`src/rtl/cfr_pkg.sv`:
```
// Shared constants and types for the continuous flash read engine.
// Assumes a 3-byte device address, as carried by the read command.
package cfr_pkg;
    localparam int          ADDR_BYTES = 3;
    localparam int          ADDR_W     = 8 * ADDR_BYTES;
    localparam logic [7:0]  READ_OPC   = 8'hE8;
    localparam logic [7:0]  DUMMY_BYTE = 8'h00;

    typedef enum logic [1:0] {
        ST_IDLE,
        ST_DIV,
        ST_HDR,
        ST_DATA
    } state_t;
endpackage

```
`src/rtl/cfr_seq_div.sv`:
```
// Restoring divider, one quotient bit per cycle.
// Takes NUM_W cycles after start and then pulses valid for one cycle.
// Assumes den is nonzero and that start is not raised while a division is running.
module cfr_seq_div #(
    parameter int NUM_W = 24,
    parameter int DEN_W = 11
) (
    input  logic             clk,
    input  logic             rst_n,
    input  logic             start,
    input  logic [NUM_W-1:0] num,
    input  logic [DEN_W-1:0] den,
    output logic             valid,
    output logic [NUM_W-1:0] quo,
    output logic [DEN_W-1:0] rem
);
    localparam int CNT_W = $clog2(NUM_W + 1);

    logic [NUM_W-1:0] quo_q;
    logic [DEN_W-1:0] rem_q;
    logic [DEN_W-1:0] den_q;
    logic [CNT_W-1:0] cnt_q;
    logic             run_q;
    logic             valid_q;
    logic [DEN_W:0]   rem_sh;
    logic [DEN_W:0]   diff;
    logic             ge;

    // Trial subtraction for the next quotient bit.
    always_comb begin
        rem_sh = {rem_q, quo_q[NUM_W-1]};
        diff   = rem_sh - {1'b0, den_q};
        ge     = (rem_sh >= {1'b0, den_q});
    end

    // Iteration: shift the partial remainder and record the quotient bit.
    always_ff @(posedge clk) begin
        if (!rst_n) begin
            quo_q   <= '0;
            rem_q   <= '0;
            den_q   <= '0;
            cnt_q   <= '0;
            run_q   <= 1'b0;
            valid_q <= 1'b0;
        end else begin
            valid_q <= 1'b0;
            if (start) begin
                quo_q <= num;
                rem_q <= '0;
                den_q <= den;
                cnt_q <= CNT_W'(NUM_W);
                run_q <= 1'b1;
            end else if (run_q) begin
                quo_q <= {quo_q[NUM_W-2:0], ge};
                rem_q <= ge ? diff[DEN_W-1:0] : rem_sh[DEN_W-1:0];
                cnt_q <= cnt_q - 1'b1;
                if (cnt_q == CNT_W'(1)) begin
                    run_q   <= 1'b0;
                    valid_q <= 1'b1;
                end
            end
        end
    end

    assign valid = valid_q;
    assign quo   = quo_q;
    assign rem   = rem_q;

    AST_REM_BELOW_DIV: assert property (@(posedge clk) disable iff (!rst_n)
        (valid_q && den_q != '0) |-> (rem_q < den_q));
endmodule

```
`src/rtl/cfr_addr_comp.sv`:
```
// Builds the device address from page number and byte-within-page.
// Purely combinational. Bits above ADDR_W are dropped.
module cfr_addr_comp #(
    parameter int ADDR_W = 24,
    parameter int DEN_W  = 11,
    parameter int SH_W   = 4
) (
    input  logic [ADDR_W-1:0] page_num,
    input  logic [DEN_W-1:0]  byte_in_page,
    input  logic [SH_W-1:0]   shift,
    output logic [ADDR_W-1:0] dev_addr
);
    // Shift the page number into place and add the in-page byte.
    always_comb begin
        dev_addr = (page_num << shift) + ADDR_W'(byte_in_page);
    end
endmodule

```
`src/rtl/cfr_hdr_mux.sv`:
```
// Picks the command header byte for a given header position:
// opcode, then the address high to low, then don't-care bytes.
module cfr_hdr_mux
    import cfr_pkg::*;
#(
    parameter int IDX_W = 3
) (
    input  logic [IDX_W-1:0]  idx,
    input  logic [ADDR_W-1:0] addr,
    output logic [7:0]        hdr_byte
);
    // Position decode for the header sequence.
    always_comb begin
        hdr_byte = DUMMY_BYTE;
        if (idx == '0) begin
            hdr_byte = READ_OPC;
        end else if (int'(idx) <= ADDR_BYTES) begin
            hdr_byte = addr[8*(ADDR_BYTES - int'(idx)) +: 8];
        end
    end
endmodule

```
`src/rtl/cflash_rd_engine.sv`:
```
// Continuous read engine for a paged serial flash.
// Accepts one request at a time. It splits the offset with a sequential
// divider, sends the read header and then streams the data bytes out with
// backpressure. Assumes page_size is nonzero and that the SPI byte engine
// answers every spi_go with exactly one spi_done.
module cflash_rd_engine
    import cfr_pkg::*;
#(
    parameter int LEN_W   = 16,
    parameter int PS_W    = 11,
    parameter int SH_W    = 4,
    parameter int DUMMY_N = 4
) (
    input  logic              clk,
    input  logic              rst_n,
    input  logic              req_valid,
    output logic              req_ready,
    input  logic [ADDR_W-1:0] req_offset,
    input  logic [LEN_W-1:0]  req_len,
    input  logic [PS_W-1:0]   page_size,
    input  logic [SH_W-1:0]   page_shift,
    output logic              done,
    output logic              spi_cs_n,
    output logic              spi_go,
    output logic [7:0]        spi_tx,
    input  logic              spi_done,
    input  logic [7:0]        spi_rx,
    output logic              out_valid,
    output logic [7:0]        out_data,
    input  logic              out_ready
);
    localparam int HDR_N = 1 + ADDR_BYTES + DUMMY_N;
    localparam int IDX_W = $clog2(HDR_N);
    localparam logic [IDX_W-1:0] HDR_LAST = IDX_W'(HDR_N - 1);

    state_t            state_q;
    logic [ADDR_W-1:0] off_q;
    logic [LEN_W-1:0]  left_q;
    logic [PS_W-1:0]   ps_q;
    logic [SH_W-1:0]   sh_q;
    logic [ADDR_W-1:0] addr_q;
    logic [IDX_W-1:0]  idx_q;
    logic              div_start_q;
    logic              go_q;
    logic [7:0]        tx_q;
    logic              cs_n_q;
    logic              ov_q;
    logic [7:0]        od_q;
    logic              done_q;

    logic              div_valid;
    logic [ADDR_W-1:0] div_quo;
    logic [PS_W-1:0]   div_rem;
    logic [ADDR_W-1:0] addr_w;
    logic [7:0]        hdr_byte_w;

    cfr_seq_div #(.NUM_W(ADDR_W), .DEN_W(PS_W)) u_div (
        .clk   (clk),
        .rst_n (rst_n),
        .start (div_start_q),
        .num   (off_q),
        .den   (ps_q),
        .valid (div_valid),
        .quo   (div_quo),
        .rem   (div_rem)
    );

    cfr_addr_comp #(.ADDR_W(ADDR_W), .DEN_W(PS_W), .SH_W(SH_W)) u_addr (
        .page_num     (div_quo),
        .byte_in_page (div_rem),
        .shift        (sh_q),
        .dev_addr     (addr_w)
    );

    cfr_hdr_mux #(.IDX_W(IDX_W)) u_hdr (
        .idx      (idx_q),
        .addr     (addr_q),
        .hdr_byte (hdr_byte_w)
    );

    // Transaction sequencer: accept, divide, send the header, stream the data.
    always_ff @(posedge clk) begin
        if (!rst_n) begin
            state_q     <= ST_IDLE;
            off_q       <= '0;
            left_q      <= '0;
            ps_q        <= '0;
            sh_q        <= '0;
            addr_q      <= '0;
            idx_q       <= '0;
            div_start_q <= 1'b0;
            go_q        <= 1'b0;
            tx_q        <= '0;
            cs_n_q      <= 1'b1;
            ov_q        <= 1'b0;
            od_q        <= '0;
            done_q      <= 1'b0;
        end else begin
            done_q      <= 1'b0;
            div_start_q <= 1'b0;
            unique case (state_q)
                ST_IDLE: begin
                    if (req_valid) begin
                        if (req_len == '0) begin
                            done_q <= 1'b1;
                        end else begin
                            off_q       <= req_offset;
                            left_q      <= req_len;
                            ps_q        <= page_size;
                            sh_q        <= page_shift;
                            div_start_q <= 1'b1;
                            state_q     <= ST_DIV;
                        end
                    end
                end
                ST_DIV: begin
                    if (div_valid) begin
                        addr_q  <= addr_w;
                        idx_q   <= '0;
                        cs_n_q  <= 1'b0;
                        state_q <= ST_HDR;
                    end
                end
                ST_HDR: begin
                    if (!go_q) begin
                        go_q <= 1'b1;
                        tx_q <= hdr_byte_w;
                    end else if (spi_done) begin
                        go_q <= 1'b0;
                        if (idx_q == HDR_LAST) begin
                            state_q <= ST_DATA;
                        end else begin
                            idx_q <= idx_q + 1'b1;
                        end
                    end
                end
                ST_DATA: begin
                    if (ov_q && out_ready) begin
                        ov_q <= 1'b0;
                    end
                    if (go_q) begin
                        if (spi_done) begin
                            go_q   <= 1'b0;
                            ov_q   <= 1'b1;
                            od_q   <= spi_rx;
                            left_q <= left_q - 1'b1;
                        end
                    end else if (!ov_q) begin
                        if (left_q != '0) begin
                            go_q <= 1'b1;
                            tx_q <= DUMMY_BYTE;
                        end else begin
                            cs_n_q  <= 1'b1;
                            done_q  <= 1'b1;
                            state_q <= ST_IDLE;
                        end
                    end
                end
                default: state_q <= ST_IDLE;
            endcase
        end
    end

    assign req_ready = (state_q == ST_IDLE);
    assign done      = done_q;
    assign spi_cs_n  = cs_n_q;
    assign spi_go    = go_q;
    assign spi_tx    = tx_q;
    assign out_valid = ov_q;
    assign out_data  = od_q;

    AST_GO_HOLD: assert property (@(posedge clk) disable iff (!rst_n)
        (go_q && !spi_done) |=> (go_q && $stable(tx_q)));
    AST_OUT_HOLD: assert property (@(posedge clk) disable iff (!rst_n)
        (ov_q && !out_ready) |=> (ov_q && $stable(od_q)));
    AST_NO_ISSUE_WHILE_HELD: assert property (@(posedge clk) disable iff (!rst_n)
        ov_q |-> !go_q);
    AST_GO_UNDER_CS: assert property (@(posedge clk) disable iff (!rst_n)
        go_q |-> !cs_n_q);
    AST_IDLE_CS_HIGH: assert property (@(posedge clk) disable iff (!rst_n)
        req_ready |-> (cs_n_q && !go_q));
    AST_DONE_CLEAN: assert property (@(posedge clk) disable iff (!rst_n)
        done_q |-> (cs_n_q && !ov_q && req_ready));
endmodule

```
`config.mk`:
```
export PLATFORM = sky130hd
export DESIGN_NAME = cflash_rd_engine
export DESIGN_NICKNAME = d
export VERILOG_FILES = /design/src/rtl/cfr_pkg.sv /design/src/rtl/cfr_seq_div.sv /design/src/rtl/cfr_addr_comp.sv /design/src/rtl/cfr_hdr_mux.sv /design/src/rtl/cflash_rd_engine.sv
export SDC_FILE = /design/constraint.sdc
export NUM_CORES = 1
export LEC_CHECK = 0
export BUFFER_PORTS_ARGS = -buffer_cell sky130_fd_sc_hd__buf_2
export CORE_ASPECT_RATIO = 0.75
export CORE_MARGIN = 1
export CORE_UTILIZATION = 45
export CTS_CLUSTER_DIAMETER = 40
export DETAILED_ROUTE_END_ITERATION = 8
export PLACE_DENSITY = 0.66
export SLEW_MARGIN = 10
export SYNTH_ARGS = -nofsm -noshare
export SYNTH_HDL_FRONTEND = slang
export SYNTH_SLANG_ARGS = --single-unit
```
`constraint.sdc`:
```
create_clock -name clk -period 4.1 [get_ports clk]
set_input_delay 0 -clock clk [delete_from_list [all_inputs] [get_ports clk]]
set_output_delay 0 -clock clk [all_outputs]
set_load 0.005 [all_outputs]
```
==> results.md, run 1 <==
- The tree built by TritonCTS fans out to 158 sinks.
- The layout has 1774 filler cells.
- The worst setup path is launched from a flip-flop.
- The internal cell power is 3.647 mW.
- The average instance area after synthesis is 8.296 um2.
- The HPWL after detailed placement is 16670 um.
- The clock-pin slew reported for the worst setup and hold paths after clock tree synthesis is 0.07 ns.
- The count of TritonRoute iterations in the first routing pass is 5.
- For the worst setup path, the data required time is 4.47 ns.
- The root buffer cell chosen for the clock tree is sky130_fd_sc_hd__clkbuf_16.
- The initial utilization of the core area, before any placement, comes to 46.60%.
- The library cell occupying the most area in the post-synthesis netlist is sky130_fd_sc_hd__dfxtp_1.
- Sequential cells account for 35.0% of the total power.
- The signal on the critical path passes through buf_4, mux2i_1, mux4_2, o22ai_1, ha_1, nand3_1, o31ai_1, or2_2, nand3_1, or4b_1, nand3_1.
- The master of the slowest instance on the critical path is sky130_fd_sc_hd__or4b_1.
- The maximum level of the CTS H-tree is 4.
- The startpoint of the lowest-slack register-to-register path is sh_q[2].
- The clock buffer count from CTS is 17.
- The number of storage elements in the synthesis netlist is 158.
- Summed over all nets, the switching power comes to 2.181 mW.
- The most repeated cell in the gate-level netlist after synthesis is sky130_fd_sc_hd__dfxtp_1.
- The number of antenna diodes in the final layout is 0.
- Entering global routing, the biggest net connects 73 pins.
- For this run, asynchronously set or reset flops after synthesis account for 0%.
- The max-slew violation total from the final report is 0.
- Static timing analysis puts the maximum clock frequency at 267.3 MHz.
- The die is 166.7 um wide.
- The largest single stage delay on the critical path is 0.55 ns.
- Across every metal layer, demand over resource in global routing totals 24.25%.
- The final global-route overflow total is 0.
- At the end of the flow, the number of nets in the layout was 1329.
- For this design the ratio of total power to cell area is 529.3 mW/mm2.
- The clock skew after layout is 0.008500 ns.
- Summing the sequential cell areas from Yosys gives 34.54% of the chip area.
- In this run the worst path has a maximum fanout of 18.
- The die covers 0.02093 mm2.
- For the pin with the worst max-slew slack, the measured transition is 1.127 ns.
- The overall power is 5.828 mW.
- The clock tree from TritonCTS is built.
- The fraction of layout instances using a drive strength above 1 is 15.01%.
- In this run, the number of DRC markers left after iteration 0 of detailed routing was 712.
- Net switching is 37.42% of the power.
- Measured on the finished design, the core utilization comes to 56.02%.
- By count the netlist is led by 158 x sky130_fd_sc_hd__dfxtp_1, 148 x sky130_fd_sc_hd__nand2_1, 137 x sky130_fd_sc_hd__nor2_1, 123 x sky130_fd_sc_hd__a21oi_1, 77 x sky130_fd_sc_hd__mux2i_1.
- Setup violations remaining at the end of the flow were counted as 0.
- The number of antenna violations at the first check in global routing is 0.
- The final critical path takes up 91.25% of the cycle.
- Subtracting the final worst setup slack from the clock period gives 3.741 ns.
- The total leakage power is 4.208 nW.
- In the synthesized netlist, the number of instances is 1104.
- The post-route standard cell area excluding fillers is 0.01101 mm2.
- The relative max-transition margin is 24.86%.
- Setup total negative slack on the finished layout was measured at 0 ns.
- After detailed routing, the number of vias per cell comes to 5.579.
- The beginning of the worst hold path is req_valid.
- The top-area cell type share of the netlist area is 34.54%.
- The area growth from synthesis to final layout is 20.22%.
- The number of I/O port buffers is 88.
- The standard cell core area is 0.01965 mm2.
- The number of nets produced by synthesis is 1207.
- Once detail routing completed, the nets flagged for antenna violations numbered 0.
- After detailed routing, the number of remaining DRC violations is 0.
- The count of final hold-check violations was 0.
- The final wirelength is 24370 um.
- From bottom edge to top edge, the die measures 125.6 um.
- The clock passes through at most 2 buffers.
- The count of pins on the block boundary is 89.
- The worst hold path class is in2reg.
- In the final routed layout, each cell accounts on average for 16.33 um.
- After synthesis, the netlist uses 75 different library cells.
- By area the synthesized netlist is led by sky130_fd_sc_hd__dfxtp_1 35%, sky130_fd_sc_hd__mux2i_1 8.4%, sky130_fd_sc_hd__a21oi_1 6.7%.
- The routed via count is 8324.
- The number of global-route vias before repair was 7850.
- The clock latency on the worst-skew pair is 0.43 ns.
- The data arrival time of the critical path is 4.11 ns.
- Across the run, the number of max-cap violations was 0.
- The number of flops mapped to enable cells by yosys is 0.
- The worst voltage drop across the vdd grid is 0.2591 mV.
- At the end of routability-driven placement, the weighted congestion stood at 0.9418.
- Setup repair after global routing left no endpoint under its margin.
- The kind of end point of the critical path is a flip-flop.
- Per report_power, the clock group accounts for 29.3% of the total.
- The cell area after placement is 0.009729 mm2.
- The main flop type after synthesis is sky130_fd_sc_hd__dfxtp_1.
- The critical path is of the reg2reg type.
- The cell type with the highest occurrence count on the critical path is sky130_fd_sc_hd__nand3_1.
- The most critical setup path has its startpoint at sh_q[2].
- The synthesized cell area is 0.009159 mm2.
- The first global-routing pass estimated 40690 um of wire.
- The number of warnings printed during yosys synthesis is 0.
- Row generation in the floorplan step produced 44 rows.
- The run finished with clean final reports.
- Hold timing on the final database bottoms out at a slack of 0.02033 ns.
- Per report_power, the combinational group accounts for 35.7% of the total.
-- what timing repair did --
action / 4_1_cts / 5_1_grt
endpoints found under the hold margin: 65 / 0
setup buffers: 0 / 0
endpoints found under the setup margin: 0 / 4
gates resized for setup: 0 / 2
hold buffers: 65 / 0
-- area by class of cell --
cell class                      count  area [um2]  area share [%]
Clock buffer                       19       452.9           4.114
Clock inverter                     13       176.4           1.602
Tap cell                          253       316.6           2.875
Sequential cell                   158        3166           28.75
Multi-Input combinational cell    845        5547           50.37
Timing Repair Buffer              171        1226           11.14
Inverter                           33       126.4           1.148
-- worst max-delay path, delay by kind of cell, from the launching register on --
kind                       cells  cell delay, ns
AOI/OAI and AO/OA              2            0.52
adders and majority gates      1            0.38
buffers and inverters          1            0.33
DFF                            1            0.49
muxes                          2            0.85
and+or+nand+nor                5            1.10
-- stage by stage --
| stage | worst slack (ns) | instances |
|---|---|---|
| after floorplan | 0.5146 | 1104 |
| after global placement | 0.2790 | 1395 |
| after detailed placement | 0.2597 | 1395 |
| after CTS | 0.2068 | 1492 |
| after global routing | 0.05355 | 1492 |
| final | 0.3587 | 1492 |
-- logic make-up after synthesis --
family	Yosys count	synth area share [%]
and+or+nand+nor	417	20.74
adders and majority gates	35	4.945
xor gates and xnor gates	22	2.104
AOI/OAI and AO/OA	260	17.51
DFF	158	34.54
buffers and inverters	101	4.945
muxes	111	15.22
-- state kept, by name, indices dropped and copies added (netlist names), 2 cells and up --
register,cells
addr_q,24
idx_q,3
left_q,16
off_q,24
out_data,8
ps_q,11
sh_q,4
spi_tx,8
state_q,2
u_div.cnt_q,5
u_div.den_q,11
u_div.quo,24
u_div.rem,11
-- cells in the final DEF (no fill, tap or decap), types with 18 or more instances in the layout --
cell type                       instances
sky130_fd_sc_hd__buf_4                 18
sky130_fd_sc_hd__mux2i_1               77
sky130_fd_sc_hd__buf_2                 88
sky130_fd_sc_hd__nor3_1                20
sky130_fd_sc_hd__nand3_1               23
sky130_fd_sc_hd__nand2_1              148
sky130_fd_sc_hd__o21ai_0               46
sky130_fd_sc_hd__dlygate4sd3_1         65
sky130_fd_sc_hd__nor2_1               137
sky130_fd_sc_hd__inv_1                 32
sky130_fd_sc_hd__dfxtp_1              156
sky130_fd_sc_hd__a21oi_1              123
sky130_fd_sc_hd__ha_1                  33
-- power by group through the flow --
stage / Clock, mW / Combinational [mW] / Sequential, mW
3_3_place_gp: 0 / 1.97 / 2.06
6_report: 1.71 / 2.08 / 2.04
4_1_cts: 1.74 / 2.06 / 2.03
3_5_place_dp: 0 / 2.00 / 2.07
5_1_grt: 1.81 / 2.32 / 2.08
2_1_floorplan: 0 / 1.63 / 1.94
-- metal layers --
| layer | track usage, % | wire (um) | vias to the layer above |
|---|---|---|---|
| met5 | 0 | 0 | - |
| met4 | 8.660 | 514 | 0 |
| met3 | 4.495 | 1131 | 35 |
| met2 | 36.28 | 10540 | 215 |
| met1 | 34.74 | 12180 | 3896 |
| li1 | - | - | 4178 |
-- worst paths after layout --
kind                                    end  cells past startpoint  slack [ns]
worst max register to register   addr_q[20]                     11        0.36
worst min-delay path                   done                      5        0.02
worst max-delay path             addr_q[20]                     11        0.36
worst min register to register  out_data[2]                      2        0.45
(Power assumes the default switching activity.)
==> run 2, diff against run 1 <==
--- a/config.mk
+++ b/config.mk
@@ -11,4 +11,5 @@
 export CORE_UTILIZATION = 45
 export CTS_CLUSTER_DIAMETER = 40
+export CTS_CLUSTER_SIZE = 16
 export DETAILED_ROUTE_END_ITERATION = 8
 export PLACE_DENSITY = 0.66
==> constraint.sdc (replaced) <==
create_clock -name clk -period 4.1 [get_ports clk]
set_input_delay 0.205 -clock clk [delete_from_list [all_inputs] [get_ports clk]]
set_output_delay 0.205 -clock clk [all_outputs]
set_load 0.005 [all_outputs]
==> results.md, run 2 (same netlist as run 1, synthesis figures left out) <==
- The number of global-route vias before repair is 7335.
- Global routing used 22.81% of the available tracks.
- The worst setup path is launched from a flip-flop.
- Once layout is complete, the cells apart from fillers number 1443.
- The tree is rooted in a sky130_fd_sc_hd__clkbuf_16.
- The setup-violating endpoint count in the final report is 0.
- The initial core utilization is 46.60%.
- The count of final hold-check violations is 0.
- Together, buffers and inverters on the worst path number 1.
- The sequential cells in the finished layout cover a total of 0.003166 mm2.
- Compared with the post-synthesis result, the final layout area differs by 15.00%.
- For this block, the initial DRC count from the detailed router was 562.
- The fraction of layout instances using a drive strength above 1 is 15.63%.
- The required time of the worst setup path is 4.46 ns.
- By startpoint and endpoint, the worst setup path is classified as reg2reg.
- The die covers 0.02093 mm2.
- Of all nets on the critical path, the largest fanout is 9.
- In the global route stage, met3 resource usage came out at 4.590%.
- The leading cell type in the layout, fill and taps excluded is sky130_fd_sc_hd__dfxtp_1.
- The filler cells instantiated in the layout total 1812.
- The post-detailed-route via-to-cell ratio is 5.594.
- The cell type with the highest occurrence count on the critical path is sky130_fd_sc_hd__mux2_2.
- The number of I/O port buffers is 88.
- 0 antenna diodes ended up in the layout.
- The max-slew violation total from the final report was 0.
- The routed via count is 8072.
- Clock-pin slew was measured on the worst setup and hold paths at 0.06 ns.
- Net switching is 36.86% of the power.
- For this run, the top clock speed supported by timing is 270.8 MHz.
- The relative max-transition margin is 23.73%.
- IR analysis of the VDD net gives a maximum drop of 0.2719 mV.
- The post-route minimum period is 3.693 ns.
- 89 I/O pins were placed.
- TritonCTS built the clock tree.
- The clock skew after layout is 0.009346 ns.
- The flow ran to the end, and the final reports show no timing, DRC or antenna violations.
- The total half-perimeter wirelength after legalization and detailed placement is 16530 um.
- The maximum number of pins on one net before global-route repair is 73.
- The floorplan die height is 125.6 um.
- Global routing finished with a remaining overflow of 0.
- The congestion estimate from routability-driven global placement came to 0.9407.
- The clock network burns 29.9% of the power.
- The horizontal extent of the die is 166.7 um.
- The critical path goes through buf_4, mux2i_1, mux2_2, mux2_2, nor2_1, ha_1, nand2_1, a2111oi_1, nor4_1, o21ai_1, nand4_4, or4_1, a31oi_1.
- Summed over all failing endpoints, the final setup total negative slack is 0 ns.
- The share of power burned in combinational logic is 35.0%.
- The sequential group share of total power is 35.1%.
- The cell type group with the largest total delay on the critical path is simple AND/OR/NAND/NOR gates.
- Setup repair after global routing left no endpoint under its margin.
- The post-detailed-route count of antenna-violating nets is 0.
- For this design, the sink count on the clock tree is 158.
- The multi-input combinational cells in the finished layout cover a total of 0.005547 mm2.
- The top cell types in the final layout, fill and taps aside, are 156 x sky130_fd_sc_hd__dfxtp_1, 148 x sky130_fd_sc_hd__nand2_1, 137 x sky130_fd_sc_hd__nor2_1, 123 x sky130_fd_sc_hd__a21oi_1, 88 x sky130_fd_sc_hd__buf_2.
- STA classifies the critical path endpoint as a flip-flop.
- The number of nets in the layout is 1280.
- The total leakage power is 4.015 nW.
- Wires add up to 23000 um.
- The wire length of the first global-routing pass is 38470 um.
- The clock buffer count from CTS is 17.
- The number of antenna violations at the first check in global routing was 0.
- The clock latency on the worst-skew pair is 0.43 ns.
- The delay of the slowest critical-path stage is 0.55 ns.
- The met2 track utilization from global routing is 32.55%.
- Dividing total power by cell area gives a power density of 550.6 mW/mm2.
- For this design the total switching power over the nets is 2.138 mW.
- The data arrival time of the critical path is 4.05 ns.
- The slowest stage of the critical path belongs to the cell sky130_fd_sc_hd__dfxtp_1.
- After detailed routing, the average wire length per cell comes to 15.94 um.
- The cell row count is 44.
- The number of maximum-capacitance constraint violations is 0.
- In this run the standard cell core region covers 0.01965 mm2.
- The worst hold path class is in2reg.
- At the pin with the least slew margin, the transition time is 1.144 ns.
- The deepest clock path buffer count is 2.
- CTS built an H-tree with a depth of 4.
- The count of placed standard cells including taps is 1395.
- The DRC violations left is 0.
- The routing usage on met1 is 34.34%.
- The first TritonRoute pass finished after 5 iterations.
- After global routing, the most crowded layer is met1.
- The internal cell power is 3.662 mW.
- The portion of the clock cycle consumed by the worst path in the final layout is 90.08%.
[run 2: changes by cell type in the layout (fill, tap and decap cells not counted), sizes merged]
cell         before  now
clkinvlp          3    2
bufinv            3    4
dlygate4sd3      65   16
clkinv            1    2
clkbuf           19   18
[run 2: timing repair]
action | in CTS | in global routing
setup buffers | 0 | 0
endpoints found under the setup margin | 0 | 4
hold buffers | 15 | 1
gates resized for setup | 0 | 2
endpoints found under the hold margin | 15 | 1
[run 2: layout make-up]
cell class | count | share of cell area, %
clock buffer | 18 | 4.170
tap | 253 | 3.005
inverter | 33 | 1.200
multi-input combinational | 845 | 52.66
clock inverter | 14 | 1.924
timing repair buffer | 122 | 6.985
sequential | 158 | 30.05
[run 2: path summary, 6_finish.rpt]
kind / slack, ns / from / depth (start not counted) / to
worst max-delay path: 0.41 / sh_q[1] / 13 / addr_q[23]
worst min-delay path: 0.01 / page_size[5] / 3 / ps_q[5]
worst max register to register: 0.41 / sh_q[1] / 13 / addr_q[23]
worst min register to register: 0.45 / out_data[3] / 2 / out_data[3]
[run 2: worst register-to-register path, cell delays in order (launching register included)]
cell and delay (ns):
sky130_fd_sc_hd__dfxtp_1 0.55, sky130_fd_sc_hd__buf_4 0.25, sky130_fd_sc_hd__mux2i_1 0.08, sky130_fd_sc_hd__mux2_2 0.28, sky130_fd_sc_hd__mux2_2 0.31, sky130_fd_sc_hd__nor2_1 0.10, sky130_fd_sc_hd__ha_1 0.23, sky130_fd_sc_hd__nand2_1 0.09
sky130_fd_sc_hd__a2111oi_1 0.40, sky130_fd_sc_hd__nor4_1 0.10, sky130_fd_sc_hd__o21ai_1 0.33, sky130_fd_sc_hd__nand4_4 0.22, sky130_fd_sc_hd__or4_1 0.51, sky130_fd_sc_hd__a31oi_1 0.16
[run 2: metrics by stage]
stage               instance area [um2]  utilization, %  setup slack [ns]  power, mW  hold slack [ns]
floorplan                          9159               -            0.5146      3.575           0.3410
global placement                   9729           49.50            0.2833      4.026           0.4413
detailed placement                 9729           49.50            0.2506      4.057           0.4446
CTS                               10520           53.53            0.2213      5.820      0.000005274
global route                      10530           53.59            0.1428      6.204         0.002638
finish                            10530           53.59            0.4066      5.799          0.01098
[run 2: metal layers]
metal	part of all wire [%]	vias to the layer above
met1	52	3777
met2	42	183
met3	4.6	20
li1	-	4092
met5	0	-
met4	1.4	0
[run 2: power groups by stage]
stage	registers [mW]	logic [mW]	clock network (mW)
2_1_floorplan	1.94	1.63	0
3_3_place_gp	2.06	1.97	0
3_5_place_dp	2.06	1.99	0
4_1_cts	2.03	2.02	1.77
5_1_grt	2.08	2.28	1.84
6_report	2.04	2.03	1.74
==> run 3, diff against run 2 <==
ABC_AREA = 1   (was default)
==> results.md, run 3 <==
- The run finished, with violations left.
- The final reports fail on design-rule violations.
- The number of flops mapped to enable cells by yosys is 0.
- The count of final hold-check violations is 0.
- In this design, the largest share of critical-path delay is due to simple AND/OR/NAND/NOR gates.
- Across the routed clock network, the largest skew measured is 0.01069 ns.
- The last weighted congestion value of the routability-driven placer is 0.9150.
- By instance count, the cell type seen most on the critical path is sky130_fd_sc_hd__nand3_1.
- The smallest clock period supported by the final layout is computed as 3.134 ns.
- Setup violations remaining at the end of the flow were counted as 0.
- The area growth from synthesis to final layout is 11.83%.
- Clock-pin slew was measured on the worst setup and hold paths at 0.06 ns.
- The number of nets in the layout is 1520.
- The main flop type after synthesis is sky130_fd_sc_hd__dfxtp_1.
- The number of DRC violations after detailed-routing iteration 0 is 716.
- Derived from the worst setup path, the maximum achievable clock frequency is 319.1 MHz.
- During synthesis, Yosys emitted a total of 0 warnings.
- The average instance area after synthesis is 6.769 um2.
- The master of the slowest instance on the critical path is sky130_fd_sc_hd__inv_2.
- The startpoint of the lowest-slack register-to-register path is sh_q[1].
- The routed via count is 9023.
- The max-slew violation total from the final report is 0.
- The number of maximum-capacitance constraint violations is 0.
- The total half-perimeter wirelength after legalization and detailed placement is 17510 um.
- The post-layout instance count excluding filler cells is 1687.
- The critical path goes through buf_4, inv_2, nand3_1, nand3_1, nand2_1, nand2_1, o21ai_0, ha_1, nand2_1, nor2_1, nand3_1, nand3_1, nand4_1, nand2_2, nand2_2, o21bai_2, nand3_1, nand2_1, inv_1.
- The final wirelength is 24030 um.
- The number of buffers added to fix hold violations after cts is 0.
- The final global-route overflow total is 0.
- STA puts the critical path data arrival time at 3.47 ns.
- The required time of the worst setup path is 4.44 ns.
- Synthesis instantiated 51 different standard cells from the library.
- In this run the power density over the cells is 726.9 mW/mm2.
- The die is 167.9 um wide.
- The multi-input combinational cell area is 0.005329 mm2.
- The type of the setup path with the least slack is reg2reg.
- The standard cell core area is 0.02021 mm2.
- The post-CTS setup buffer count is 0.
- In the layout the commonest cells are 232 x sky130_fd_sc_hd__nand2_1, 213 x sky130_fd_sc_hd__nor2_1, 158 x sky130_fd_sc_hd__dfxtp_1, 129 x sky130_fd_sc_hd__nand3_1, 116 x sky130_fd_sc_hd__o21ai_0.
- In the post-synthesis netlist, the biggest area contributors are sky130_fd_sc_hd__dfxtp_1 34%, sky130_fd_sc_hd__nand2_1 9.4%, sky130_fd_sc_hd__nor2_1 8.6%.
- The number of global-route vias before repair was 8178.
- The clock latency on the worst-skew pair is 0.44 ns.
- The number of antenna violations at the first check in global routing is 0.
- The top-area cell type share of the netlist area is 34.06%.
- In the routed layout, each cell is associated on average with a via count of 5.349.
- The maximum level of the CTS H-tree is 4.
- The first global-routing pass estimated 40340 um of wire.
- Counting along the longest clock path gives a buffer depth of 2.
- The leading cell type in the layout, fill and taps excluded is sky130_fd_sc_hd__nand2_1.
- Counting flops with an async set or reset pin after synthesis yields a share of 0%.
- Overall power consumption after layout is estimated at 7.548 mW.
- For this run, design rule violations remaining after detail routing come to 2.
- Entering global routing, the biggest net connects 84 pins.
- Registers take 0.003163 mm2.
- The clock net in this run drives a total of 158 sinks.
- The first detailed-routing pass took 7 iterations.
- For the final routed database, the setup TNS stands at 0 ns.
- Global routing used 23.46% of the available tracks across all layers.
- The number of nets produced by synthesis is 1475.
- The worst path uses 76.43% of the clock period.
- The average detailed-routed wire length per instance is 14.25 um.
- The die is 126.4 um tall.
- The post-detailed-route count of antenna-violating nets is 0.
- TritonCTS built the clock tree.
- The antenna diode count is 0.
- The delay of the slowest critical-path stage is 0.40 ns.
- Setup repair after global routing left no endpoint under its margin.
- Post-CTS repair changed the size of 0 cells.
- Synthesis produced a netlist whose cell count is 1372.
- The library cell occupying the most area in the post-synthesis netlist is sky130_fd_sc_hd__dfxtp_1.
- VDD sags by at most 0.4322 mV.
- The slew at the pin closest to its max-slew limit is 0.9382 ns.
- Buffers inserted during clock tree synthesis total 17.
- The die covers 0.02122 mm2.
- The initial core utilization is 45.94%.
- Hold is met by 0.01758 ns.
- Counting the fill cells in the layout gives 2017.
- Among all cell types in the netlist, the one instantiated most often is sky130_fd_sc_hd__nand2_1.
- The total leakage power is 4.799 nW.
- The number of storage elements in the synthesis netlist is 158.
- The worst setup path is launched from a flip-flop.
- In this run the worst setup path begins at sh_q[1].
- The buffer cell driving the clock tree root is sky130_fd_sc_hd__clkbuf_16.
- The fraction of layout instances using a drive strength above 1 is 12.81%.
- The number of buffers and inverters on the critical path is 3.
- In this run the tool buffered the top-level ports with 88 buffer cells.
- Of the synthesized area, sequential elements account for 34.06%.
- The commonest cells after synthesis are 232 x sky130_fd_sc_hd__nand2_1, 213 x sky130_fd_sc_hd__nor2_1, 158 x sky130_fd_sc_hd__dfxtp_1, 129 x sky130_fd_sc_hd__nand3_1, 116 x sky130_fd_sc_hd__o21ai_0.
- Headroom to the max-slew limit came out at 37.46%.
- The kind of end point of the critical path is a flip-flop.
- The min-delay analysis places its worst path in the category in2reg.
- The mapped netlist covers 0.009286 mm2.
- Counting tap cells, the placed design contains a total of 1656 instances.
- The count of pins on the block boundary is 89.
- The startpoint identified for the worst hold timing path is page_size[9].
- The cell row count is 45.
- The maximum fanout count along the critical path is 25.
==> run 3: cell types whose count changed in the layout (fill, tap and decap cells not counted), sizes merged, moves of 16 or more <==
cell and change:
mux4 -20, nand2 +106, inv +83, nor2 +80, o21ai +72, nand3 +119
o221ai +20, mux2i -76, dlygate4sd3 -16
==> run 3: routing by layer <==
layer | GRT usage [%] | wire length (um)
met1 | 35.15 | 12750
met2 | 33.46 | 9575
met3 | 4.711 | 1345
met4 | 6.854 | 360
met5 | 0 | 0
==> run 3: where the power goes <==
part | switching [mW] | leakage [nW] | internal (mW)
clock network | 0.634 | 0.281 | 0.984
logic | 2.45 | 3.22 | 1.24
registers | 0.345 | 1.29 | 1.89
total | 3.43 | 4.80 | 4.12
==> run 3: metrics by stage <==
step | setup slack, ns | util, % | instance area (um2)
global route | 0.6552 | 51.38 | 10390
global placement | 1.102 | 48.41 | 9786
detailed placement | 1.035 | 48.41 | 9786
floorplan | 1.665 | - | 9286
CTS | 1.018 | 51.38 | 10390
finish | 0.9664 | 51.38 | 10390
==> run 3: logic make-up after synthesis <==
family          share of synthesized area (%)
mux                                    0.1078
fa+ha+maj                               4.877
buf+inv                                 8.556
xor+xnor                                2.641
compound gates                          18.24
simple gates                            31.51
flops                                   34.06
==> run 3: worst reg2reg max path, cell delays in order, from the launching register on <==
cell and delay [ns]:
sky130_fd_sc_hd__dfxtp_1 0.29, sky130_fd_sc_hd__buf_4 0.21, sky130_fd_sc_hd__inv_2 0.41, sky130_fd_sc_hd__nand3_1 0.17
sky130_fd_sc_hd__nand3_1 0.14, sky130_fd_sc_hd__nand2_1 0.10, sky130_fd_sc_hd__nand2_1 0.07, sky130_fd_sc_hd__o21ai_0 0.09
sky130_fd_sc_hd__ha_1 0.36, sky130_fd_sc_hd__nand2_1 0.09, sky130_fd_sc_hd__nor2_1 0.15, sky130_fd_sc_hd__nand3_1 0.09
sky130_fd_sc_hd__nand3_1 0.15, sky130_fd_sc_hd__nand4_1 0.15, sky130_fd_sc_hd__nand2_2 0.17, sky130_fd_sc_hd__nand2_2 0.09
sky130_fd_sc_hd__o21bai_2 0.11, sky130_fd_sc_hd__nand3_1 0.08, sky130_fd_sc_hd__nand2_1 0.09, sky130_fd_sc_hd__inv_1 0.03
==> run 3: worst paths after layout <==
path                              endpoint  slack (ns)  cells after the start
worst max-delay path            addr_q[18]        0.97                     19
worst min-delay path               ps_q[9]        0.02                      3
worst max register to register  addr_q[18]        0.97                     19
worst min register to register   spi_tx[3]        0.44                      2
==> run 3: cell type report <==
class,instances,area share [%]
clock buffer,21,4.434
tap,258,3.108
sequential,158,30.46
inverter,124,4.530
timing repair buffer,96,4.819
multi-input combinational,1020,51.31
clock inverter,10,1.337
